`src/rtl/svl_pkg.sv`:
```
// Package: shared types of the vector length setting unit.
// Assumes: nothing beyond the standard types.
package svl_pkg;

    // Which path an issued operation takes.
    typedef enum logic [1:0] {
        PATH_IDLE = 2'd0,
        PATH_SET  = 2'd1,
        PATH_STEP = 2'd2
    } svl_path_e;

    // Condition field, most significant flag first.
    typedef struct packed {
        logic lt;
        logic gt;
        logic eq;
        logic so;
    } svl_cr_t;

endpackage

```
`src/rtl/svl_decode.sv`:
```
// Module: svl_decode
// Chooses between the idle, set-length and step paths from the issue strobe and mode flags.
// Assumes: flags are stable while issue_i is high; purely combinational.
module svl_decode
    import svl_pkg::*;
(
    input  logic      issue_i,
    input  logic      vf_i,
    input  logic      vs_i,
    input  logic      ms_i,
    output svl_path_e path_o
);

    // Step path only for vertical-first with neither set flag.
    always_comb begin
        if (!issue_i)
            path_o = PATH_IDLE;
        else if (vf_i && !vs_i && !ms_i)
            path_o = PATH_STEP;
        else
            path_o = PATH_SET;
    end

endmodule

```
`src/rtl/svl_length_calc.sv`:
```
// Module: svl_length_calc
// Computes the new maximum length and current length for the set path.
// Assumes: lengths are LW bits wide; the source value is compared unsigned at full width.
module svl_length_calc #(
    parameter int XLEN = 64,
    parameter int LW   = 7
) (
    input  logic [LW-1:0]   old_max_i,
    input  logic [LW-1:0]   old_len_i,
    input  logic [LW-1:0]   imm_i,
    input  logic            ms_i,
    input  logic            vs_i,
    input  logic [XLEN-1:0] src_i,
    output logic [LW-1:0]   new_max_o,
    output logic [LW-1:0]   new_len_o
);

    localparam logic [LW-1:0] LEN_ALL_ONES = {LW{1'b1}};

    logic [XLEN-1:0] max_wide;

    // New maximum: immediate plus one with saturation, or the kept value.
    always_comb begin
        if (!ms_i)
            new_max_o = old_max_i;
        else if (imm_i == LEN_ALL_ONES)
            new_max_o = LEN_ALL_ONES;
        else
            new_max_o = imm_i + LW'(1);
    end

    assign max_wide = {{(XLEN-LW){1'b0}}, new_max_o};

    // New length: source or old length, clamped to the new maximum.
    always_comb begin
        if (vs_i)
            new_len_o = (src_i > max_wide) ? new_max_o : src_i[LW-1:0];
        else
            new_len_o = (old_len_i > new_max_o) ? new_max_o : old_len_i;
    end

endmodule

```
`src/rtl/svl_cond_gen.sv`:
```
// Module: svl_cond_gen
// Derives the condition field from the value returned to the destination register.
// Assumes: the value is zero-extended, so it is never negative; no overflow is tracked.
module svl_cond_gen
    import svl_pkg::*;
#(
    parameter int XLEN = 64
) (
    input  logic [XLEN-1:0] result_i,
    output svl_cr_t         cr_o
);

    // EQ for a zero result, GT for any other; LT and SO stay clear.
    always_comb begin
        cr_o.lt = 1'b0;
        cr_o.eq = (result_i == '0);
        cr_o.gt = (result_i != '0);
        cr_o.so = 1'b0;
    end

endmodule

```
`src/rtl/svl_unit.sv`:
```
// Module: svl_unit (top)
// Executes a vector-length configuration operation on an internal state word.
// It returns a registered length result, an optional condition field, or a step request.
// Assumes: one operation per cycle at most; the register file and the stepping path are external.
module svl_unit
    import svl_pkg::*;
#(
    parameter int XLEN   = 64,
    parameter int LW     = 7,
    parameter int RIDX_W = 5
) (
    input  logic              clk_i,
    input  logic              rst_ni,
    input  logic              issue_i,
    input  logic [LW-1:0]     imm_i,
    input  logic              vf_i,
    input  logic              vs_i,
    input  logic              ms_i,
    input  logic [RIDX_W-1:0] rd_idx_i,
    input  logic              rc_i,
    input  logic [XLEN-1:0]   src_i,
    output logic              valid_o,
    output logic [XLEN-1:0]   state_o,
    output logic              rd_we_o,
    output logic [RIDX_W-1:0] rd_idx_o,
    output logic [XLEN-1:0]   rd_data_o,
    output logic              cr_we_o,
    output logic [3:0]        cr_o,
    output logic              step_req_o
);

    // Field placement: MSB-0 fields counted down from the top bit.
    localparam int MAX_LSB   = XLEN - LW;
    localparam int LEN_LSB   = XLEN - 2*LW;
    localparam int SSTEP_LSB = XLEN - 3*LW;
    localparam int DSTEP_LSB = XLEN - 4*LW;
    localparam int MODE_BIT  = 0;

    logic [XLEN-1:0]   state_q, state_d;
    logic [LW-1:0]     new_max, new_len;
    logic [XLEN-1:0]   result;
    svl_path_e         path;
    svl_cr_t           cr_s, cr_q;
    logic              valid_q, step_q, rd_we_q, cr_we_q;
    logic [RIDX_W-1:0] rd_idx_q;
    logic [XLEN-1:0]   rd_data_q;

    svl_decode dec_i (
        .issue_i (issue_i),
        .vf_i    (vf_i),
        .vs_i    (vs_i),
        .ms_i    (ms_i),
        .path_o  (path)
    );

    svl_length_calc #(.XLEN(XLEN), .LW(LW)) calc_i (
        .old_max_i (state_q[MAX_LSB +: LW]),
        .old_len_i (state_q[LEN_LSB +: LW]),
        .imm_i     (imm_i),
        .ms_i      (ms_i),
        .vs_i      (vs_i),
        .src_i     (src_i),
        .new_max_o (new_max),
        .new_len_o (new_len)
    );

    assign result = {{(XLEN-LW){1'b0}}, new_len};

    svl_cond_gen #(.XLEN(XLEN)) cond_i (
        .result_i (result),
        .cr_o     (cr_s)
    );

    // Next state word: only the set path rewrites fields.
    always_comb begin
        state_d = state_q;
        if (path == PATH_SET) begin
            state_d[MAX_LSB +: LW]   = new_max;
            state_d[LEN_LSB +: LW]   = new_len;
            state_d[SSTEP_LSB +: LW] = '0;
            state_d[DSTEP_LSB +: LW] = '0;
            if (vs_i || ms_i)
                state_d[MODE_BIT] = vf_i;
        end
    end

    // Registers for the state word and all results.
    always_ff @(posedge clk_i) begin
        if (!rst_ni) begin
            state_q   <= '0;
            valid_q   <= 1'b0;
            step_q    <= 1'b0;
            rd_we_q   <= 1'b0;
            cr_we_q   <= 1'b0;
            rd_idx_q  <= '0;
            rd_data_q <= '0;
            cr_q      <= '0;
        end else begin
            state_q   <= state_d;
            valid_q   <= (path != PATH_IDLE);
            step_q    <= (path == PATH_STEP);
            rd_we_q   <= (path == PATH_SET) && (rd_idx_i != '0);
            cr_we_q   <= (path == PATH_SET) && rc_i;
            rd_idx_q  <= rd_idx_i;
            rd_data_q <= result;
            cr_q      <= cr_s;
        end
    end

    assign valid_o    = valid_q;
    assign state_o    = state_q;
    assign rd_we_o    = rd_we_q;
    assign rd_idx_o   = rd_idx_q;
    assign rd_data_o  = rd_data_q;
    assign cr_we_o    = cr_we_q;
    assign cr_o       = cr_q;
    assign step_req_o = step_q;

endmodule

```
`config.mk`:
```
export PLATFORM = sky130hd
export DESIGN_NAME = svl_unit
export DESIGN_NICKNAME = d
export VERILOG_FILES = /design/src/rtl/svl_pkg.sv /design/src/rtl/svl_decode.sv /design/src/rtl/svl_length_calc.sv /design/src/rtl/svl_cond_gen.sv /design/src/rtl/svl_unit.sv
export SDC_FILE = /design/constraint.sdc
export NUM_CORES = 1
export LEC_CHECK = 0
export BUFFER_PORTS_ARGS = -buffer_cell sky130_fd_sc_hd__buf_2
export CAP_MARGIN = 20
export CELL_PAD_IN_SITES_DETAIL_PLACEMENT = 0
export CELL_PAD_IN_SITES_GLOBAL_PLACEMENT = 1
export CORE_MARGIN = 2
export CORE_UTILIZATION = 24
export CTS_CLUSTER_SIZE = 16
export DETAILED_ROUTE_END_ITERATION = 8
export GPL_ROUTABILITY_DRIVEN = 1
export HOLD_SLACK_MARGIN = 0.15
export PLACE_DENSITY_LB_ADDON = 0.1
export SETUP_SLACK_MARGIN = 0.1
export SYNTH_ARGS = -nofsm -noshare
export SYNTH_HDL_FRONTEND = slang
export SYNTH_SLANG_ARGS = --single-unit
export TNS_END_PERCENT = 100
```
`constraint.sdc`:
```
create_clock -name clk_i -period 3.4 [get_ports clk_i]
set_clock_uncertainty 0.2 [all_clocks]
set_input_delay 0.51 -clock clk_i [delete_from_list [all_inputs] [get_ports clk_i]]
set_output_delay 0.51 -clock clk_i [all_outputs]
set_load 0.01 [all_outputs]
```
==> implementation parameters, run 1 <==
Parameter                              Value

Run status
  Run status    finished clean

Clocking
  Clock sink count    33
  Clock buffers created by TritonCTS    5
  # H-tree levels    2
  Max Buffers Root-to-Sink    2
  Clock latency reported for the late side of the worst-skew pair    280 ps
  TritonCTS clock tree    yes
  Root buffer cell    clkbuf_16
  Clock Pin Slew Worst Setup and Hold Paths    50 ps

Synthesis
  Count of flip-flops with a built-in enable after synthesis    0
  Count of different cell masters after synthesis    52
  #FFs+latches synth    33
  Most frequent cell after synthesis    buf_4
  Ys Warns    0
  Number of instances in the synthesized netlist    344
  Cell types with the largest area share after synthesis    buf_4 (29%), dfxtp_1 (24%), ha_1 (5.9%)
  Post-synthesis instance area    2780 um2
  Fraction of the yosys area taken by sequential cells    23.8%
  Post-synthesis async set-or-reset flop share    0%
  Synth Area per Inst    8.08 um2
  Commonest cells in the netlist    buf_4 (108), dfxtp_1 (33), nor2_1 (30)
  Post-synth top area cell    buf_4
  Predominant post-synthesis flop cell    dfxtp_1
  Share of the synthesized area in the top cell type    29.2%

Setup path
  Crit. End Element    flop
  Endpoint of the most critical register-to-register path    cr_o[1]
  Worst-case reg-to-reg path depth    13
  Arrival time of data at the critical path endpoint    3290 ps
  Setup CP Type    input port to flop
  Type of origin of the critical path    input port
  Setup crit start    imm_i[0]
  Worst R2R Start    state_o[57]
  Critical path endpoint    cr_o[1]
  Critical path peak fanout    3
  Setup slack, reg-to-reg    530 ps
  Critical Path RT    3360 ps

Power
  Total power consumption of the routed design    1.44 mW
  Static Leak    2.00 nW
  VDD IR max    287 uV
  Power per cell area    357 nW/um2

Placed design
  Total placed cells including tap cells    632
  Post-place setup slack    -346 ps
  DPL Wire Length    6850 um
  Placer Congestion    0.771
  Number of input and output port buffers inserted    115
  Area after DPL    3420 um2

Floorplan
  Die height    112 um
  Number of ports placed on the die boundary    224
  Total die area    12,500 um2
  Number of standard-cell rows in the floorplan    39
  Die width    112 um
  Core box area    11,400 um2
  Initial Utilization    24.4%

Timing
  Hold slack final    246 ps
  F_max    300 MHz
  Tightest Pin Transition    803 ps
  Min cycle time layout    3330 ps
  Max transition margin    45.9%
  Setup repair after global routing missed its margin    true
  Final period util    98.0%
  Count of endpoints failing hold in the final timing report    0
  Sum of negative setup slack    0 ps
  Setup WS post-layout    69.1 ps
  Final number of max-transition violations    0
  Setup-failing EPs final    0

Drt
  Routed wire length per instance    12.7 um
  Drc violations    0
  Number of nets still failing antenna checks after routing    0
  Via total after detailed routing    2,671
  Wirelength, routed    8260 um
  Detailed-router iteration count before antenna repair    4
  Post-DR vias/cell    4.10
  Violation count after the first detailed-routing iteration    72

Final layout
  Final non-filler cell area    4050 um2
  Fin cells    651
  Multi-input gate area    2030 um2
  Number of fill cells in the layout    1,232
  Fraction of final layout cells with drive strength greater than 1    43.7%
  Area growth from synthesis to layout    45.7%
  Share of the core filled with cells    35.6%
  # diodes    0
  FF+latch area    661 um2
  Number of nets in the layout    603

Flow run
  Max-cap check violation count    0

Global route
  Number of global-route vias before repair    2,429
  Maximum number of pins on one net before global-route repair    22
  Wire length of the first global-routing pass    12,300 um
  Global route overflow    0
  Antenna violations before repair    1
  Total global routing track utilization    12.4%

Worst hold path
  Path type of the worst min-delay path    input port to flop
[area by class of cell]
class	instances	area share, %
inverters	6	0.556
well taps	143	4.42
repair buffers	163	24.2
flip-flops and latches	33	16.3
clock inverters	1	0.742
clock buffers	7	3.52
multi-input cells	298	50.2
[registers in the layout, summed over array words and instances (netlist names)]
register	flops
rd_data_o	7
valid_o	1
step_req_o	1
cr_we_o	1
state_o	15
cr_o	2
rd_idx_o	5
rd_we_o	1
[routing by layer]
layer / part of all wire (%) / up-vias / GRT usage (%) / routed length, um
li1: - / 1325 / - / -
met1: 40 / 1218 / 14.9 / 3300
met2: 53 / 119 / 22.8 / 4350
met3: 6.2 / 7 / 2.23 / 510
met4: 1.1 / 2 / 3.21 / 89
met5: 0.16 / - / 0 / 13
[placed cells by master (no fill, tap or decap), types with 3 or more instances in the layout]
| cell | Yosys | layout |
|---|---|---|
| buf_4 | 108 | 44 |
| a21o_1 | 3 | 3 |
| and3_1 | 6 | 5 |
| o21a_1 | 6 | 6 |
| nor2_1 | 30 | 27 |
| inv_1 | 6 | 5 |
| dfxtp_1 | 33 | 33 |
| nand4_1 | 8 | 8 |
| clkbuf_16 | 0 | 5 |
| conb_1 | 1 | 108 |
| and2_1 | 8 | 7 |
| nor4_1 | 16 | 15 |
| a211oi_4 | 1 | 3 |
| ha_1 | 13 | 7 |
| o211ai_1 | 8 | 8 |
| a21oi_1 | 15 | 11 |
| ha_4 | 0 | 6 |
| mux2i_1 | 3 | 3 |
| a21oi_2 | 0 | 3 |
| buf_2 | 1 | 113 |
| buf_6 | 0 | 3 |
| nand2_1 | 21 | 18 |
| o22ai_4 | 0 | 3 |
| o221ai_2 | 0 | 3 |
[worst max-delay path, stage by stage]
cell and delay [ps]:
buf_8 80, ha_4 120, nand4_1 100, or2_4 270, nand2_4 120, o22ai_4 100, ha_4 310, nand3_4 90
nor4_4 290, o21a_1 240, o21ai_4 100, buf_6 160, o211ai_1 260, o311ai_4 160, and3_4 180, and4bb_1 190
[timing repair]
action | in CTS | in global routing
gates resized for setup | 20 | 44
cloned | 0 | 0
hold buffers | 0 | 0
pin swaps | 11 | 32
buffers inserted | 3 | 8
setup endpoints to repair | 8 | 14
[worst min-delay path by stage]
stage,start,to,slack [ps],depth (start not counted)
floorplan,state_o[50],state_o[50],290,2
global placement,state_o[50],state_o[50],270,2
detailed placement,state_o[50],state_o[50],270,2
CTS,rd_idx_i[0],rd_idx_o[0],240,2
global route,rd_idx_i[4],rd_idx_o[4],250,2
finish,rd_idx_i[3],rd_idx_o[3],250,2
[report_power, final]
part	leakage, nW	switching (mW)	internal (mW)
Combinational	1.65	0.265	0.221
Sequential	0.272	0.0187	0.413
Clock	0.0841	0.160	0.366
[logic make-up after synthesis]
family / Yosys count / synth area share [%]
other: 1 / 0.135
AO/OA/AOI/OAI: 65 / 17.9
flip-flops: 33 / 23.8
AND/OR/NAND/NOR: 105 / 19.1
buffers and inverters: 120 / 30.8
adder cells (fa/ha/maj): 13 / 5.85
multiplexers: 3 / 1.08
XOR/XNOR: 4 / 1.26
No activity file was read; power rests on OpenSTA's default activity.
==> run 2: changes to the inputs <==
--- a/config.mk
+++ b/config.mk
@@ -5,18 +5,19 @@
 export SDC_FILE = /design/constraint.sdc
 export NUM_CORES = 1
 export LEC_CHECK = 0
-export BUFFER_PORTS_ARGS = -buffer_cell sky130_fd_sc_hd__buf_2
 export CAP_MARGIN = 20
 export CELL_PAD_IN_SITES_DETAIL_PLACEMENT = 0
 export CELL_PAD_IN_SITES_GLOBAL_PLACEMENT = 1
 export CORE_MARGIN = 2
-export CORE_UTILIZATION = 24
+export CORE_UTILIZATION = 38
 export CTS_CLUSTER_SIZE = 16
 export DETAILED_ROUTE_END_ITERATION = 8
+export DONT_BUFFER_PORTS = 1
 export GPL_ROUTABILITY_DRIVEN = 1
 export HOLD_SLACK_MARGIN = 0.15
 export PLACE_DENSITY_LB_ADDON = 0.1
 export SETUP_SLACK_MARGIN = 0.1
+export SKIP_CTS_REPAIR_TIMING = 1
 export SYNTH_ARGS = -nofsm -noshare
 export SYNTH_HDL_FRONTEND = slang
 export SYNTH_SLANG_ARGS = --single-unit
==> run 2 against run 1 <==
- combinational power shrank 29%
- fmax grew 4.0%
- worst setup slack gained 130 ps
- register-to-register slack lost 60 ps
- core utilization grew 8.0 points
- critical path depth grew 2
- die area shrank 36%
- non-clock buffer count shrank 128
- total power shrank 25%
- global-route usage grew 4.2 points
- largest power group is now sequential cells
==> implementation parameters, run 2 (synthesis gave the netlist of run 1 again) <==
Parameter                              Value

Run status
  Run status    finished clean

Timing
  Sum of negative setup slack    0 ps (unchanged)
  Final period util    94.2% (-3.8 points)
  Hold slack final    155 ps (-90.8 ps)
  F_max    312 MHz (+4.0%)
  Tightest Pin Transition    804 ps (+1.02 ps)
  Count of endpoints failing hold in the final timing report    0 (unchanged)
  Setup repair after global routing missed its margin    true
  Max transition margin    46.2% (+0.30 points)
  Final number of max-transition violations    0 (unchanged)
  Setup-failing EPs final    0 (unchanged)
  Setup WS post-layout    197 ps (+128 ps)
  Min cycle time layout    3200 ps (-128 ps)

Placed design
  Placer Congestion    0.876 (+14%)
  Total placed cells including tap cells    458 (-28%)
  Area after DPL    2680 um2 (-22%)
  Number of input and output port buffers inserted    0 (-100%)
  DPL Wire Length    5860 um (-15%)
  Post-place setup slack    -225 ps (+121 ps)

Final layout
  Share of the core filled with cells    43.6% (+8.0 points)
  Fin cells    479 (-26%)
  Number of nets in the layout    475 (-21%)
  Area growth from synthesis to layout    12.5%
  Number of fill cells in the layout    746 (-39%)
  Final non-filler cell area    3130 um2 (-23%)
  Leading cell type in the layout, fill and taps excluded    conb_1
  Max reg flops    15 (unchanged)
  Most frequent cells in the layout    conb_1 (108), dfxtp_1 (33), buf_4 (30), nor2_1 (27), nand2_1 (18)
  Fraction of final layout cells with drive strength greater than 1    21.3% (-22 points)
  # diodes    0 (unchanged)

Drt
  Met3 routed wirelength    576 um (+13%)
  Wire length on met1    3100 um (-6.1%)
  Detailed-router iteration count before antenna repair    4 (unchanged)
  Drc violations    0 (unchanged)
  Violation count after the first detailed-routing iteration    78 (+8.3%)
  Uppermost routed layer    met4
  Total length of routed met2 wires    3420 um (-21%)
  Number of nets still failing antenna checks after routing    0 (unchanged)
  Routed wire length per instance    14.9 um (+17%)
  Wirelength, routed    7120 um (-14%)
  Via total after detailed routing    2,252 (-16%)
  Post-DR vias/cell    4.70 (+15%)

Setup path
  Setup CP Type    input port to flop
  Critical path peak fanout    3 (unchanged)
  Crit. End Element    flop
  Arrival time of data at the critical path endpoint    3220 ps (-70 ps)
  Critical Path RT    3420 ps (+60 ps)
  Type of origin of the critical path    input port

Power
  Switching power summed over all nets    375 uW (-15%)
  Power share of the combinational group    32.1% (-1.6 points)
  Power per cell area    345 nW/um2 (-3.1%)
  Reg power frac    41.4% (+12 points)
  VDD IR max    144 uV (-50%)
  Static Leak    1.38 nW (-31%)
  Clock network fraction of total power    26.5% (-9.9 points)
  Net Sw Frac    34.8% (+4.0 points)
  Total power consumption of the routed design    1.08 mW (-25%)
  Int Pwr    704 uW (-30%)

Global route
  Antenna violations before repair    0 (-1)
  Total global routing track utilization    16.7% (+4.2 points)
  Global route overflow    0 (unchanged)
  Number of global-route vias before repair    1,867 (-23%)
  Maximum number of pins on one net before global-route repair    25 (+14%)
  Wire length of the first global-routing pass    10,000 um (-19%)

Floorplan
  Number of ports placed on the die boundary    224 (unchanged)
  Initial Utilization    38.7% (+14 points)
  Die width    89.5 um (-20%)
  Total die area    8010 um2 (-36%)
  Core box area    7180 um2 (-37%)
  Number of standard-cell rows in the floorplan    31 (-21%)
  Die height    89.5 um (-20%)

Clocking
  TritonCTS clock tree    yes
  Root buffer cell    clkbuf_8
  Clock buffers created by TritonCTS    5 (unchanged)
  # H-tree levels    2 (unchanged)
  Max Buffers Root-to-Sink    2 (unchanged)
  Clock sink count    33 (unchanged)
  Clock Pin Slew Worst Setup and Hold Paths    70 ps (+20 ps)
  Clock latency reported for the late side of the worst-skew pair    280 ps (about the same)

Worst hold path
  Path type of the worst min-delay path    input port to flop

Flow run
  Max-cap check violation count    0 (unchanged)
==> run 2: changes by cell type in the layout (fill, tap and decap cells not counted), moves of 4 or more <==
cell | previous run | this run
buf_2 | 113 | 0
buf_4 | 44 | 30
clkbuf_16 | 5 | 0
dlygate4sd3_1 | 0 | 5
clkbuf_8 | 1 | 5
==> run 2: worst paths after layout <==
check | from | endpoint | slack (ps) | cells after the start
setup / recovery | imm_i[0] | cr_o[1] | 200 | 18
hold / removal | rd_idx_i[3] | rd_idx_o[3] | 160 | 1
setup reg to reg | state_o[57] | cr_o[1] | 470 | 14
hold reg to reg | state_o[50] | state_o[50] | 340 | 2
==> run 2: worst max-delay path: stages <==
cell	delay [ps]
ha_4	120
nand4_1	100
or2_4	300
nand3b_1	140
o21ai_4	120
ha_4	230
nor2b_1	120
o21a_1	200
buf_4	140
o21bai_4	130
buf_4	140
o22ai_2	70
buf_4	140
nand2_1	60
o211ai_1	80
buf_4	170
a2bb2o_4	190
and4bb_1	260
==> run 2: metal layers <==
metal,vias to the layer above,GRT usage [%]
met5,-,0
met4,0,3.12
met3,2,5.26
met2,102,26.2
met1,1081,22.6
li1,1067,-
==> run 2: power groups by stage <==
stage          combinational (mW)  sequential, mW  clock [mW]
4_1_cts                     0.287           0.446       0.296
3_5_place_dp                0.286           0.455           0
5_1_grt                     0.386           0.452       0.308
2_1_floorplan               0.307           0.447           0
6_report                    0.347           0.447       0.286
3_3_place_gp                0.284           0.455           0
==> run 2: layout make-up <==
class                   instances  area, um2  share of cell area, %
flip-flops and latches         33        661                   21.1
clock buffers                   5       68.8                   2.20
repair buffers                 35        275                   8.81
well taps                      99        124                   3.96
inverters                       6       22.5                  0.721
clock inverters                 3       17.5                  0.560
multi-input cells             298       1960                   62.6
==> run 3: changes to the inputs <==
--- a/config.mk
+++ b/config.mk
@@ -8,8 +8,8 @@
 export CAP_MARGIN = 20
 export CELL_PAD_IN_SITES_DETAIL_PLACEMENT = 0
 export CELL_PAD_IN_SITES_GLOBAL_PLACEMENT = 1
-export CORE_MARGIN = 2
-export CORE_UTILIZATION = 38
+export CORE_MARGIN = 5
+export CORE_UTILIZATION = 43
 export CTS_CLUSTER_SIZE = 16
 export DETAILED_ROUTE_END_ITERATION = 8
 export DONT_BUFFER_PORTS = 1
==> constraint.sdc (replaced) <==
create_clock -name clk_i -period 4 [get_ports clk_i]
set_clock_uncertainty 0.2 [all_clocks]
set_input_delay 0.6 -clock clk_i [delete_from_list [all_inputs] [get_ports clk_i]]
set_output_delay 0.6 -clock clk_i [all_outputs]
set_load 0.01 [all_outputs]
==> run 3 against run 2 <==
- global-route usage is 0.42 points lower
- via count is 5.3% lower
- sequential share of layout area is 4.1 points higher
- non-clock buffer count is 25 lower
- highest routed layer unchanged
- final cell count is 9.8% lower
- combinational power is 35% lower
- critical path depth is 3 lower
- hold slack better by 71 ps
- sequential power is 15% lower
- register-to-register slack better by 210 ps
==> implementation parameters, run 3 (synthesis gave the netlist of run 1 again) <==
Parameter                              Value

Setup path
  Type of origin of the critical path    input port
  Setup slack, reg-to-reg    680 ps (+210 ps)
  Critical path peak fanout    6 (+3)
  Setup CP Type    input port to flop
  Endpoint of the most critical register-to-register path    cr_o[2]
  Worst-case reg-to-reg path depth    11 (-3)
  Worst R2R Start    state_o[58]
  Arrival time of data at the critical path endpoint    3590 ps (+370 ps)
  Setup crit start    imm_i[0]
  Critical Path RT    3930 ps (+510 ps)
  Crit. End Element    flop

Power
  Power share of the combinational group    26.3% (-5.8 points)
  Switching power summed over all nets    299 uW (-20%)
  Total power consumption of the routed design    850 uW (-21%)
  VDD IR max    224 uV (+56%)
  Int Pwr    551 uW (-22%)
  Power per cell area    325 nW/um2 (-5.9%)
  Net Sw Frac    35.2% (+0.40 points)
  Clock network fraction of total power    29.2% (+2.7 points)
  Static Leak    1.22 nW (-11%)
  Reg power frac    44.4% (+3.0 points)

Final layout
  Multi-input gate area    1670 um2 (-14%)
  Area growth from synthesis to layout    -5.90%
  Fin cells    432 (-9.8%)
  # diodes    0 (unchanged)
  FF+latch area    661 um2 (unchanged)
  Most frequent cells in the layout    conb_1 (108), dfxtp_1 (33), nor2_1 (30), nand2_1 (21)
  Number of nets in the layout    450 (-5.3%)
  Fraction of final layout cells with drive strength greater than 1    8.17% (-13 points)
  Share of the core filled with cells    41.4% (-2.1 points)
  Final non-filler cell area    2620 um2 (-16%)
  Leading cell type in the layout, fill and taps excluded    conb_1
  Number of fill cells in the layout    672 (-9.9%)
  Max reg flops    15 (unchanged)

Timing
  Min cycle time layout    3660 ps
  Setup repair after global routing missed its margin    false
  Sum of negative setup slack    0 ps (unchanged)
  Max transition margin    49.5% (+3.3 points)
  Final period util    91.5%
  Hold slack final    226 ps (+71.0 ps)
  Count of endpoints failing hold in the final timing report    0 (unchanged)
  Setup-failing EPs final    0 (unchanged)
  F_max    273 MHz
  Setup WS post-layout    340 ps (+142 ps)
  Tightest Pin Transition    755 ps (-49.3 ps)
  Final number of max-transition violations    0 (unchanged)

Placed design
  Number of input and output port buffers inserted    0 (unchanged)
  Area after DPL    2520 um2 (-6.1%)
  Total placed cells including tap cells    424 (-7.4%)
  DPL Wire Length    6130 um (+4.7%)
  Placer Congestion    0.789 (-10%)
  Post-place setup slack    30.3 ps (+255 ps)

Clocking
  Root buffer cell    clkbuf_8
  TritonCTS clock tree    yes
  Clock buffers created by TritonCTS    5 (unchanged)
  Clock Pin Slew Worst Setup and Hold Paths    70 ps (about the same)
  Clock sink count    33 (unchanged)
  Clock latency reported for the late side of the worst-skew pair    290 ps (about the same)
  # H-tree levels    2 (unchanged)
  Max Buffers Root-to-Sink    2 (unchanged)

Floorplan
  Number of ports placed on the die boundary    224 (unchanged)
  Core box area    6310 um2 (-12%)
  Initial Utilization    44.0% (+5.3 points)
  Die width    90.4 um (+0.98%)
  Die height    90.4 um (+0.98%)
  Total die area    8170 um2 (+2.0%)
  Number of standard-cell rows in the floorplan    29 (-6.5%)

Global route
  Wire length of the first global-routing pass    10,800 um (+7.4%)
  Antenna violations before repair    0 (unchanged)
  Maximum number of pins on one net before global-route repair    25 (unchanged)
  Total global routing track utilization    16.2% (-0.42 points)
  Number of global-route vias before repair    2,063 (+10%)
  Global route overflow    0 (unchanged)

Run status
  Run status    finished clean

Worst hold path
  Worst hold start    rst_ni
  Count of cells along the worst hold path    1 (unchanged)
  Path type of the worst min-delay path    input port to flop
  Terminating pin of the worst hold path    state_o[55]

Drt
  Post-DR vias/cell    4.94 (+5.0%)
  Routed wire length per instance    16.6 um (+12%)
  Drc violations    0 (unchanged)
  Detailed-router iteration count before antenna repair    4 (unchanged)
  Via total after detailed routing    2,132 (-5.3%)
  Wirelength, routed    7180 um (+0.91%)
  Number of nets still failing antenna checks after routing    0 (unchanged)
  Violation count after the first detailed-routing iteration    87 (+12%)

Flow run
  Max-cap check violation count    0 (unchanged)
==> run 3: cell count changes in the layout (fill, tap and decap cells not counted), sizes merged <==
cell,previous run,this run
buf,30,10
dlygate4sd3,5,0
==> run 3: layer usage <==
layer | part of all wire (%) | up-vias | global-route usage, %
li1 | - | 1016 | -
met1 | 42 | 989 | 20.2
met2 | 47 | 115 | 27.2
met3 | 9.7 | 12 | 4.92
met4 | 1.3 | 0 | 4.34
met5 | 0 | - | 0
==> run 3: worst max path at each step <==
stage | endpoint | slack, ps | depth (start not counted)
floorplan | cr_o[1] | 350 | 14
global placement | cr_o[2] | 130 | 14
detailed placement | cr_o[2] | 30 | 14
CTS | cr_o[2] | 340 | 14
global route | cr_o[2] | 120 | 14
finish | cr_o[2] | 340 | 15
==> run 3: area by class of cell <==
| type | count | share of cell area (%) |
|---|---|---|
| inverter | 6 | 0.861 |
| tap | 77 | 3.68 |
| multi-input combinational | 298 | 64.0 |
| clock buffer | 5 | 2.63 |
| sequential | 33 | 25.3 |
| timing repair buffer | 10 | 2.87 |
| clock inverter | 3 | 0.670 |
==> run 3: critical path, stage by stage <==
cell and delay [ps]:
ha_1 170, nand4_1 100, or2_2 320, nand3b_1 90, o21ai_0 250, ha_1 380
nor2b_1 130, o21a_1 180, a211o_1 300, nand2_1 180, nand2_1 140, o311ai_1 260
buf_4 170, and3_1 190, a41oi_1 120
==> run 3: power groups by stage <==
stage	Clock (mW)	Sequential, mW	Combinational (mW)
detailed placement	0	0.387	0.217
global route	0.269	0.381	0.252
floorplan	0	0.379	0.254
CTS	0.257	0.379	0.219
global placement	0	0.387	0.216
finish	0.249	0.378	0.224
